`config.mk`:
```
export PLATFORM = sky130hd
export DESIGN_NAME = adr_router
export DESIGN_NICKNAME = d
export VERILOG_FILES = /design/src/rtl/adr_pkg.sv /design/src/rtl/adr_req_fsm.sv /design/src/rtl/adr_pio_flag.sv /design/src/rtl/adr_route.sv /design/src/rtl/adr_router.sv
export SDC_FILE = /design/constraint.sdc
export NUM_CORES = 1
export LEC_CHECK = 0
export BUFFER_PORTS_ARGS = -buffer_cell sky130_fd_sc_hd__buf_2
export CAP_MARGIN = 0
export CELL_PAD_IN_SITES_DETAIL_PLACEMENT = 1
export CELL_PAD_IN_SITES_GLOBAL_PLACEMENT = 2
export CORE_MARGIN = 5
export CORE_UTILIZATION = 24
export CTS_CLUSTER_DIAMETER = 40
export DETAILED_ROUTE_END_ITERATION = 16
export PLACE_DENSITY = 0.79
export SLEW_MARGIN = 20
export SYNTH_ARGS = -nofsm -noshare
export SYNTH_HDL_FRONTEND = slang
export SYNTH_HIERARCHICAL = 1
export SYNTH_SLANG_ARGS = --single-unit
export TNS_END_PERCENT = 30
```
`constraint.sdc`:
```
create_clock -name clk -period 0.8 [get_ports clk]
set_input_delay 0 -clock clk [delete_from_list [all_inputs] [get_ports clk]]
set_output_delay 0 -clock clk [all_outputs]
set_load 0.02 [all_outputs]
```
`src/rtl/adr_pkg.sv`:
```
package adr_pkg;

    typedef enum logic [1:0] {
        RQ_IDLE = 2'd0,
        RQ_WAIT = 2'd1,
        RQ_GAP  = 2'd2
    } req_state_t;

    typedef enum logic {
        FL_EMPTY = 1'b0,
        FL_READY = 1'b1
    } flag_state_t;

    localparam int N_DIR   = 2;
    localparam int DIR_PLY = 0;
    localparam int DIR_CAP = 1;

endpackage

```
`src/rtl/adr_req_fsm.sv`:
```
module adr_req_fsm
    import adr_pkg::*;
#(
    parameter int GAP_CYCLES = 1
) (
    input  logic clk,
    input  logic rst_n,
    input  logic go,
    input  logic strobe,
    input  logic ack,
    output logic req
);
    localparam int CW = (GAP_CYCLES > 1) ? $clog2(GAP_CYCLES) : 1;
    localparam logic [CW-1:0] GAP_LOAD = CW'(GAP_CYCLES - 1);

    req_state_t    state, state_n;
    logic [CW-1:0] cnt, cnt_n;
    logic          pend, pend_n;

    always_ff @(posedge clk) begin
        if (!rst_n) begin
            state <= RQ_IDLE;
            cnt   <= '0;
            pend  <= 1'b0;
        end else begin
            state <= state_n;
            cnt   <= cnt_n;
            pend  <= pend_n;
        end
    end

    always_comb begin
        state_n = state;
        unique case (state)
            RQ_IDLE: begin
                if (go && strobe) state_n = RQ_WAIT;
            end
            RQ_WAIT: begin
                if (!go)      state_n = RQ_IDLE;
                else if (ack) state_n = RQ_GAP;
            end
            RQ_GAP: begin
                if (!go)
                    state_n = RQ_IDLE;
                else if (cnt == '0)
                    state_n = (pend || strobe) ? RQ_WAIT : RQ_IDLE;
            end
            default: state_n = RQ_IDLE;
        endcase
    end

    always_comb begin
        cnt_n = cnt;
        if (state == RQ_WAIT && state_n == RQ_GAP)
            cnt_n = GAP_LOAD;
        else if (state == RQ_GAP && cnt != '0)
            cnt_n = cnt - 1'b1;
        pend_n = (state == RQ_GAP && state_n == RQ_GAP) ? (pend || (go && strobe)) : 1'b0;
    end

    always_comb begin
        req = (state == RQ_WAIT) && go;
    end

endmodule

```
`src/rtl/adr_pio_flag.sv`:
```
module adr_pio_flag
    import adr_pkg::*;
(
    input  logic clk,
    input  logic rst_n,
    input  logic go,
    input  logic set,
    input  logic clr,
    output logic rdy
);
    flag_state_t state, state_n;

    always_ff @(posedge clk) begin
        if (!rst_n) state <= FL_EMPTY;
        else        state <= state_n;
    end

    always_comb begin
        state_n = state;
        unique case (state)
            FL_EMPTY: begin
                if (go && set) state_n = FL_READY;
            end
            FL_READY: begin
                if (!go)              state_n = FL_EMPTY;
                else if (clr && !set) state_n = FL_EMPTY;
            end
            default: state_n = FL_EMPTY;
        endcase
    end

    always_comb begin
        rdy = (state == FL_READY) && go;
    end

endmodule

```
`src/rtl/adr_route.sv`:
```
module adr_route (
    input  logic       play_en,
    input  logic       play_pio,
    input  logic       cap_en,
    input  logic       cap_pio,
    input  logic       single_chan,
    input  logic       play_ack,
    input  logic       cap_ack,
    input  logic [1:0] req,
    output logic [1:0] dma_go,
    output logic [1:0] pio_go,
    output logic [1:0] fsm_ack,
    output logic       play_drq,
    output logic       cap_drq
);
    logic cap_blocked;

    always_comb begin
        cap_blocked = single_chan && play_en;
        dma_go[0]   = play_en && !play_pio;
        pio_go[0]   = play_en && play_pio;
        dma_go[1]   = cap_en && !cap_pio && !cap_blocked;
        pio_go[1]   = cap_en && cap_pio && !cap_blocked;
        fsm_ack[0]  = play_ack;
        fsm_ack[1]  = single_chan ? play_ack : cap_ack;
        play_drq    = req[0] || (single_chan && req[1]);
        cap_drq     = !single_chan && req[1];
    end

endmodule

```
`src/rtl/adr_router.sv`:
```
module adr_router
    import adr_pkg::*;
#(
    parameter int GAP_CYCLES = 1
) (
    input  logic clk,
    input  logic rst_n,
    input  logic play_en,
    input  logic play_pio,
    input  logic cap_en,
    input  logic cap_pio,
    input  logic single_chan,
    input  logic play_need,
    input  logic cap_avail,
    input  logic play_ack,
    input  logic cap_ack,
    input  logic host_play_wr,
    input  logic host_cap_rd,
    output logic play_drq,
    output logic cap_drq,
    output logic play_pio_rdy,
    output logic cap_pio_rdy
);
    logic [N_DIR-1:0] dma_go, pio_go, fsm_ack, req, strobe, host_clr, rdy;

    assign strobe   = {cap_avail, play_need};
    assign host_clr = {host_cap_rd, host_play_wr};

    adr_route u_route (
        .play_en     (play_en),
        .play_pio    (play_pio),
        .cap_en      (cap_en),
        .cap_pio     (cap_pio),
        .single_chan (single_chan),
        .play_ack    (play_ack),
        .cap_ack     (cap_ack),
        .req         (req),
        .dma_go      (dma_go),
        .pio_go      (pio_go),
        .fsm_ack     (fsm_ack),
        .play_drq    (play_drq),
        .cap_drq     (cap_drq)
    );

    for (genvar d = 0; d < N_DIR; d++) begin : g_dir
        adr_req_fsm #(.GAP_CYCLES(GAP_CYCLES)) u_fsm (
            .clk    (clk),
            .rst_n  (rst_n),
            .go     (dma_go[d]),
            .strobe (strobe[d]),
            .ack    (fsm_ack[d]),
            .req    (req[d])
        );
        adr_pio_flag u_flag (
            .clk   (clk),
            .rst_n (rst_n),
            .go    (pio_go[d]),
            .set   (strobe[d]),
            .clr   (host_clr[d]),
            .rdy   (rdy[d])
        );
    end

    assign play_pio_rdy = rdy[DIR_PLY];
    assign cap_pio_rdy  = rdy[DIR_CAP];

endmodule

```
Yosys cells after proc, flatten, opt, wreduce, memory -nomap -nowiden
Index checks and enable logic that the tools add are counted.

operators by class
  add/sub/neg operators = 2
  eq/ne operators = 6
  mux-type cells = 23
  bitwise logic cells = 3
  reductions and logical operators = 42

operator list
  cell                 count
  $logic_and 1x1->1    25
  $mux 2               10
  $pmux 2 s3           2
  $mux 1               9
  $eq 2x2->1 const B   4
  $logic_not 1->1      6
  $logic_or 1x1->1     5
  $eq 2x1->1 const B   2
  $logic_not 2->1      2
  $pmux 1 s2           2
  $reduce_and 2->1     2
  $reduce_or 2->1      2
  $not 1->1            3
  $sub 1x1->1 const B  2

storage, ports and cells
  bits in registers = 10
  output and inout bits = 4
  logic and storage cells = 84

Longest topological paths before layout
  word-level depth = 9
  mapped depth = 4

Cells and area by module
The synthesis kept the hierarchy.

modules (own cells, without submodules)
  module        instances  cells each  area an instance (um^2)  seq. area each (um^2)
  adr_req_fsm   2          21          187.7                    80.1
  adr_pio_flag  2          4           43.8                     20.0
  adr_route     1          10          72.6                     0.0

Least setup slack after synthesis
No wires, ideal clock.

  kind = register to register
  from = register g_dir[1].u_fsm.state[1]
  to = register g_dir[1].u_fsm.cnt
  arrival = 748 ps
  required time = 721 ps
  path slack = -27 ps
  stages on the path, launching flop included = 3
  period minus slack after synthesis = 827 ps
  path through = dfxtp_1 > and3b_1 > a211oi_2

on the way
  cells in the longest elaborated chain, start to end = 6
  elaborated cells between the ends (all ways) = 13

ends and longest elaborated chain
  element                           RTL line                              text
  from (decl)                       adr_req_fsm.sv:16                     req_state_t state, state_n;
  from (signal assigned)            adr_req_fsm.sv:26                     state <= state_n;
  $mux 2, on equally long branches  adr_req_fsm.sv:45, adr_req_fsm.sv:40
  $mux 2, on equally long branches  adr_req_fsm.sv:43, adr_req_fsm.sv:39
  $pmux 2 s3                        adr_req_fsm.sv:34                     unique case (state)
  $eq 2x2->1                        adr_req_fsm.sv:54                     if (state == RQ_WAIT && state_n == RQ_GAP)
  $logic_and 1x1->1                 adr_req_fsm.sv:54
  $reduce_or 2->1 (no line)         n/a
  to (signal assigned)              adr_req_fsm.sv:27                     cnt <= cnt_n;
  to (decl)                         adr_req_fsm.sv:17                     logic [CW-1:0] cnt, cnt_n;

Parallel ways exist; a longest one is shown, timed or not.
A chain may end at the register's enable or synchronous reset.

Final worst setup path
  from = register g_dir[1].u_fsm.state[1]
  to = output cap_drq

on the way
  cells in the longest elaborated chain, start to end = 3

ends and longest elaborated chain
  element            RTL line           text
  $eq 2x1->1         adr_req_fsm.sv:62  req = (state == RQ_WAIT) && go;
  $logic_and 1x1->1  adr_req_fsm.sv:62
  net req[1]         adr_router.sv:24   logic [N_DIR-1:0] dma_go, pio_go, fsm_ack, req, strobe, host_clr, rdy;
  $logic_and 1x1->1  adr_route.sv:27    cap_drq = !single_chan && req[1];
  to (decl)          adr_router.sv:20   output logic cap_drq,

The timed path passes the listed nets, and every way through them passes these cells.

==> run_results.csv <==
group,metric,value,unit
drt,detailroute.via_count,570,
drt,detailed_routing_iterations_pass_1,2,
run_status,failed_checks,"negative setup slack",
synthesis,yosys.area_share.xor_xnor,0,%
synthesis,synthCells,60,
pwr,internal_power,0.8630,mW
synthesis,synth-seq-cells,10,
synthesis,total_number_of_yosys_warnings,6,
drt,drtIter0Drc,4,
synthesis,syn-mean-instance-area,8.925,sq um
min_path,timing.hold.worst.class,"in -> reg",
clock_network,cts_buffers,3,
grt,grt_max_degree,9,
synthesis,synth_area_leader_cell,"sky130_fd_sc_hd__dfxtp_1",
floorplan,die_h,57.24,microns
synthesis,synth-seq-area-share,37.38,%
drt,routed_wire_length_per_instance,12.55,microns
sta,max_freq,863.6,MHz
synthesis,synth_top_family_by_area,"simple AND/OR/NAND/NOR gates",
setup_path,startpoint_of_the_most_critical_setup_path,"g_dir[1].u_fsm/state[1]",
pwr,net-switching-power,0.2631,mW
synthesis,synthSimpleGateAreaFrac,39.72,%
setup_path,rr_worst_depth,4,
pwr,seq_power_share,45.0,%
setup_path,r2r_setup_slack,-0.23,ns
placed_design,gpl.final_weighted_congestion,0.7180,
drt,drt_wl_total,1.556,mm
synthesis,yosysUniqueCellTypes,20,
grt,globalRoute.totalOverflow,0,
sta,grt_setup_unrepaired,"yes",
synthesis,netlist.area_leader.share,37.38,%
run_status,outcome,"finished with violations",
grt,wire_length_of_the_first_global_routing_pass,2.649,mm
sta,hold-worst-slack,0.01889,ns
placed_design,hpwl,1.151,mm
setup_path,cpMaxStageDelayCell,"sky130_fd_sc_hd__dfxtp_2",
sta,tightest_slew,0.2501,ns
floorplan,die_area,0.003276,sq mm
sta,timing.max_slew.rel_slack,83.23,%
finish,fin_util,39.68,%
clock_network,clock-root-buffer,"sky130_fd_sc_hd__clkbuf_4",
pwr,p_sw_share,23.36,%
synthesis,async_reset_ff_share,0,%
pwr,comb_power_share,13.3,%
setup_path,crit-reg2reg-launch,"g_dir[1].u_fsm/state[1]",
grt,overall_track_demand_over_capacity_in_global_routing,10.68,%
setup_path,arrival,1.16,ns
grt,antenna_found_initial,0,
floorplan,boundaryPins,17,
clock_network,clock_sink_count,10,
setup_path,cp_data_required_time,0.80,ns
pwr,totalPowerFinal,1.126,mW
clock_network,cts_tree,"built",
sta,skew,0.007085,ns
synthesis,post_synth_mux_area_share,2.804,%
clock_network,clk_transition_reported_paths,0.07,ns
sta,timing.final.max_slew_violations,0,
setup_path,regToRegEndpoint,"g_dir[1].u_fsm/cnt",
finish,final_nets,110,
clock_network,clk_path_buf_depth,2,
setup_path,worst-path-max-fanout,3,
floorplan,std_cell_rows,17,
floorplan,core-area,0.002170,sq mm
clock_network,worstSkewPairLatency,0.27,ns
drt,drt.antenna.violating_nets,0,
synthesis,syn-num-nets,73,
synthesis,synth_enable_flop_cells,0,
sta,setup_violations,12,
floorplan,start_util,24.68,%
synthesis,netlist_area,535.5,sq um
flow_run,drv.max_cap_violation_count,0,
setup_path,slowest_delay,0.33,ns
floorplan,dieWidth,57.24,microns
pwr,vdd_ir_drop_max,799.7,uV
finish,diodes,0,
sta,min_period,1.158,ns
pwr,power.leakage,0.3981,nW
setup_path,cp_cell_sequence,"and3b_2 -> and2b_2 -> buf_6",
sta,fin_ws,-0.3580,ns
synthesis,post_synth_fa_ha_maj_area_fraction,0,%
placed_design,dp_cells,112,
clock_network,cts-htree-levels,1,
finish,post_route_cells_drive_above_1_share,55.21,%
pwr,power_frac_clock,41.7,%
setup_path,worstSetupStartpointType,"flop",
grt,number_of_global_route_vias_before_repair,625,
drt,vias_per_cell,4.597,
synthesis,synth_compound_area_share,17.99,%
setup_path,crit_type,"reg -> out",
placed_design,io_buffer_count,16,
synthesis,synth.top_cells.by_count,"sky130_fd_sc_hd__nand2_1 (13), sky130_fd_sc_hd__dfxtp_1 (10), sky130_fd_sc_hd__a21oi_1 (7)",
min_path,worstHoldPathCells,3,
synthesis,synth.top_cells.by_area,"sky130_fd_sc_hd__dfxtp_1 (37%), sky130_fd_sc_hd__nand2_1 (9.1%), sky130_fd_sc_hd__a21oi_1 (6.5%)",
setup_path,cp-endpoint,"cap_drq",
sta,report.final.hold_viol_count,0,
synthesis,ys_dominant_reg_cell,"sky130_fd_sc_hd__dfxtp_1",
finish,finish.cell_count_without_fillers,124,
pwr,cellPowerDensity,1308,mW/mm^2
sta,min_period_over_period,144.7,%
synthesis,synthMostInstantiatedCell,"sky130_fd_sc_hd__nand2_1",
finish,layout-area-overhead-vs-synth,60.75,%
setup_path,end_kind,"output pin",
drt,detail_route.drc_violations,0,
==> power groups by stage <==
stage	Sequential, mW	Combinational (mW)	Clock [mW]
after floorplan	0.519	0.0542	0
after global placement	0.518	0.129	0
after detailed placement	0.519	0.132	0
after CTS	0.507	0.149	0.491
after global routing	0.508	0.164	0.526
final	0.507	0.150	0.469
==> flip-flops by register name (all words and copies together), names as in the netlist <==
register	flops
g_dir.u_fsm/pend	2
g_dir.u_flag/state	2
g_dir.u_fsm/state	4
g_dir.u_fsm/cnt	2
==> how the worst min path moves through the flow <==
stage	from	to
floorplan	rst_n	g_dir[0].u_fsm/state[0]
global placement	play_ack	g_dir[0].u_fsm/cnt
detailed placement	play_ack	g_dir[0].u_fsm/cnt
CTS	rst_n	g_dir[1].u_fsm/state[0]
global route	play_need	g_dir[0].u_fsm/pend
finish	rst_n	g_dir[1].u_fsm/state[0]
==> repair_timing <==
| action | CTS | global route |
|---|---|---|
| buffers inserted | 4 | 2 |
| endpoints found under the setup margin | 12 | 12 |
| hold buffers | 2 | 0 |
| resized for setup | 15 | 2 |
| pin swaps | 5 | 2 |
| hold endpoints to repair | 3 | 0 |
==> cells by family after synthesis <==
logic type             count (synthesis)
AOI/OAI and AO/OA                     13
buffers and inverters                  2
DFF                                   10
muxes                                  1
and+or+nand+nor                       34
==> critical path, delay by kind of cell, from the launching register on <==
family,cells,cell delay [ns]
AND/OR/NAND/NOR,2,0.43
flip-flops,1,0.33
buffers and inverters,1,0.13
==> cell usage in the layout (no fill, tap or decap) <==
master / count
sky130_fd_sc_hd__and3b_2: 1
sky130_fd_sc_hd__and2_4: 1
sky130_fd_sc_hd__a21oi_2: 1
sky130_fd_sc_hd__buf_4: 12
sky130_fd_sc_hd__a211oi_1: 1
sky130_fd_sc_hd__a211oi_2: 2
sky130_fd_sc_hd__buf_6: 6
sky130_fd_sc_hd__mux2_4: 1
sky130_fd_sc_hd__nor2b_1: 3
sky130_fd_sc_hd__nand4bb_1: 2
sky130_fd_sc_hd__buf_2: 13
sky130_fd_sc_hd__and3b_1: 1
sky130_fd_sc_hd__dfxtp_1: 6
sky130_fd_sc_hd__nand3b_1: 4
sky130_fd_sc_hd__nor2b_2: 1
sky130_fd_sc_hd__nor3_2: 2
sky130_fd_sc_hd__a21o_2: 1
sky130_fd_sc_hd__and2_1: 1
sky130_fd_sc_hd__a21oi_1: 6
sky130_fd_sc_hd__clkbuf_8: 1
sky130_fd_sc_hd__nand2_1: 12
sky130_fd_sc_hd__nor2b_4: 1
sky130_fd_sc_hd__o211a_1: 2
sky130_fd_sc_hd__and2_2: 1
sky130_fd_sc_hd__inv_1: 1
sky130_fd_sc_hd__and2b_2: 1
sky130_fd_sc_hd__clkbuf_4: 3
sky130_fd_sc_hd__nor2_1: 2
sky130_fd_sc_hd__nand2_2: 1
sky130_fd_sc_hd__dfxtp_2: 4
sky130_fd_sc_hd__dlygate4sd3_1: 2
==> final cells by class <==
class	count	area, sq um
Sequential cell	10	205.2
Clock buffer	4	36.28
Fill cell	277	1309
Timing Repair Buffer	33	242.7
Multi-Input combinational cell	48	337.8
Inverter	1	3.754
Tap cell	28	35.03
==> layer usage <==
layer  wire length [microns]  track usage, %
met2                     865           20.39
met5                       0               0
met1                     604           10.11
met3                      75           4.977
met4                      10           2.980
==> through the flow <==
step / setup slack [ns] / setup TNS (ns) / area (sq um)
after CTS: -0.3660 / -1.773 / 838.3
final: -0.3580 / -2.121 / 860.8
after global routing: -0.4005 / -2.755 / 860.8
after detailed placement: -0.1634 / -0.8275 / 711.9
after floorplan: -0.01728 / -0.02921 / 536.8
after global placement: -0.1578 / -0.6808 / 711.9
Note: power is estimated with default switching activity, not from simulation.
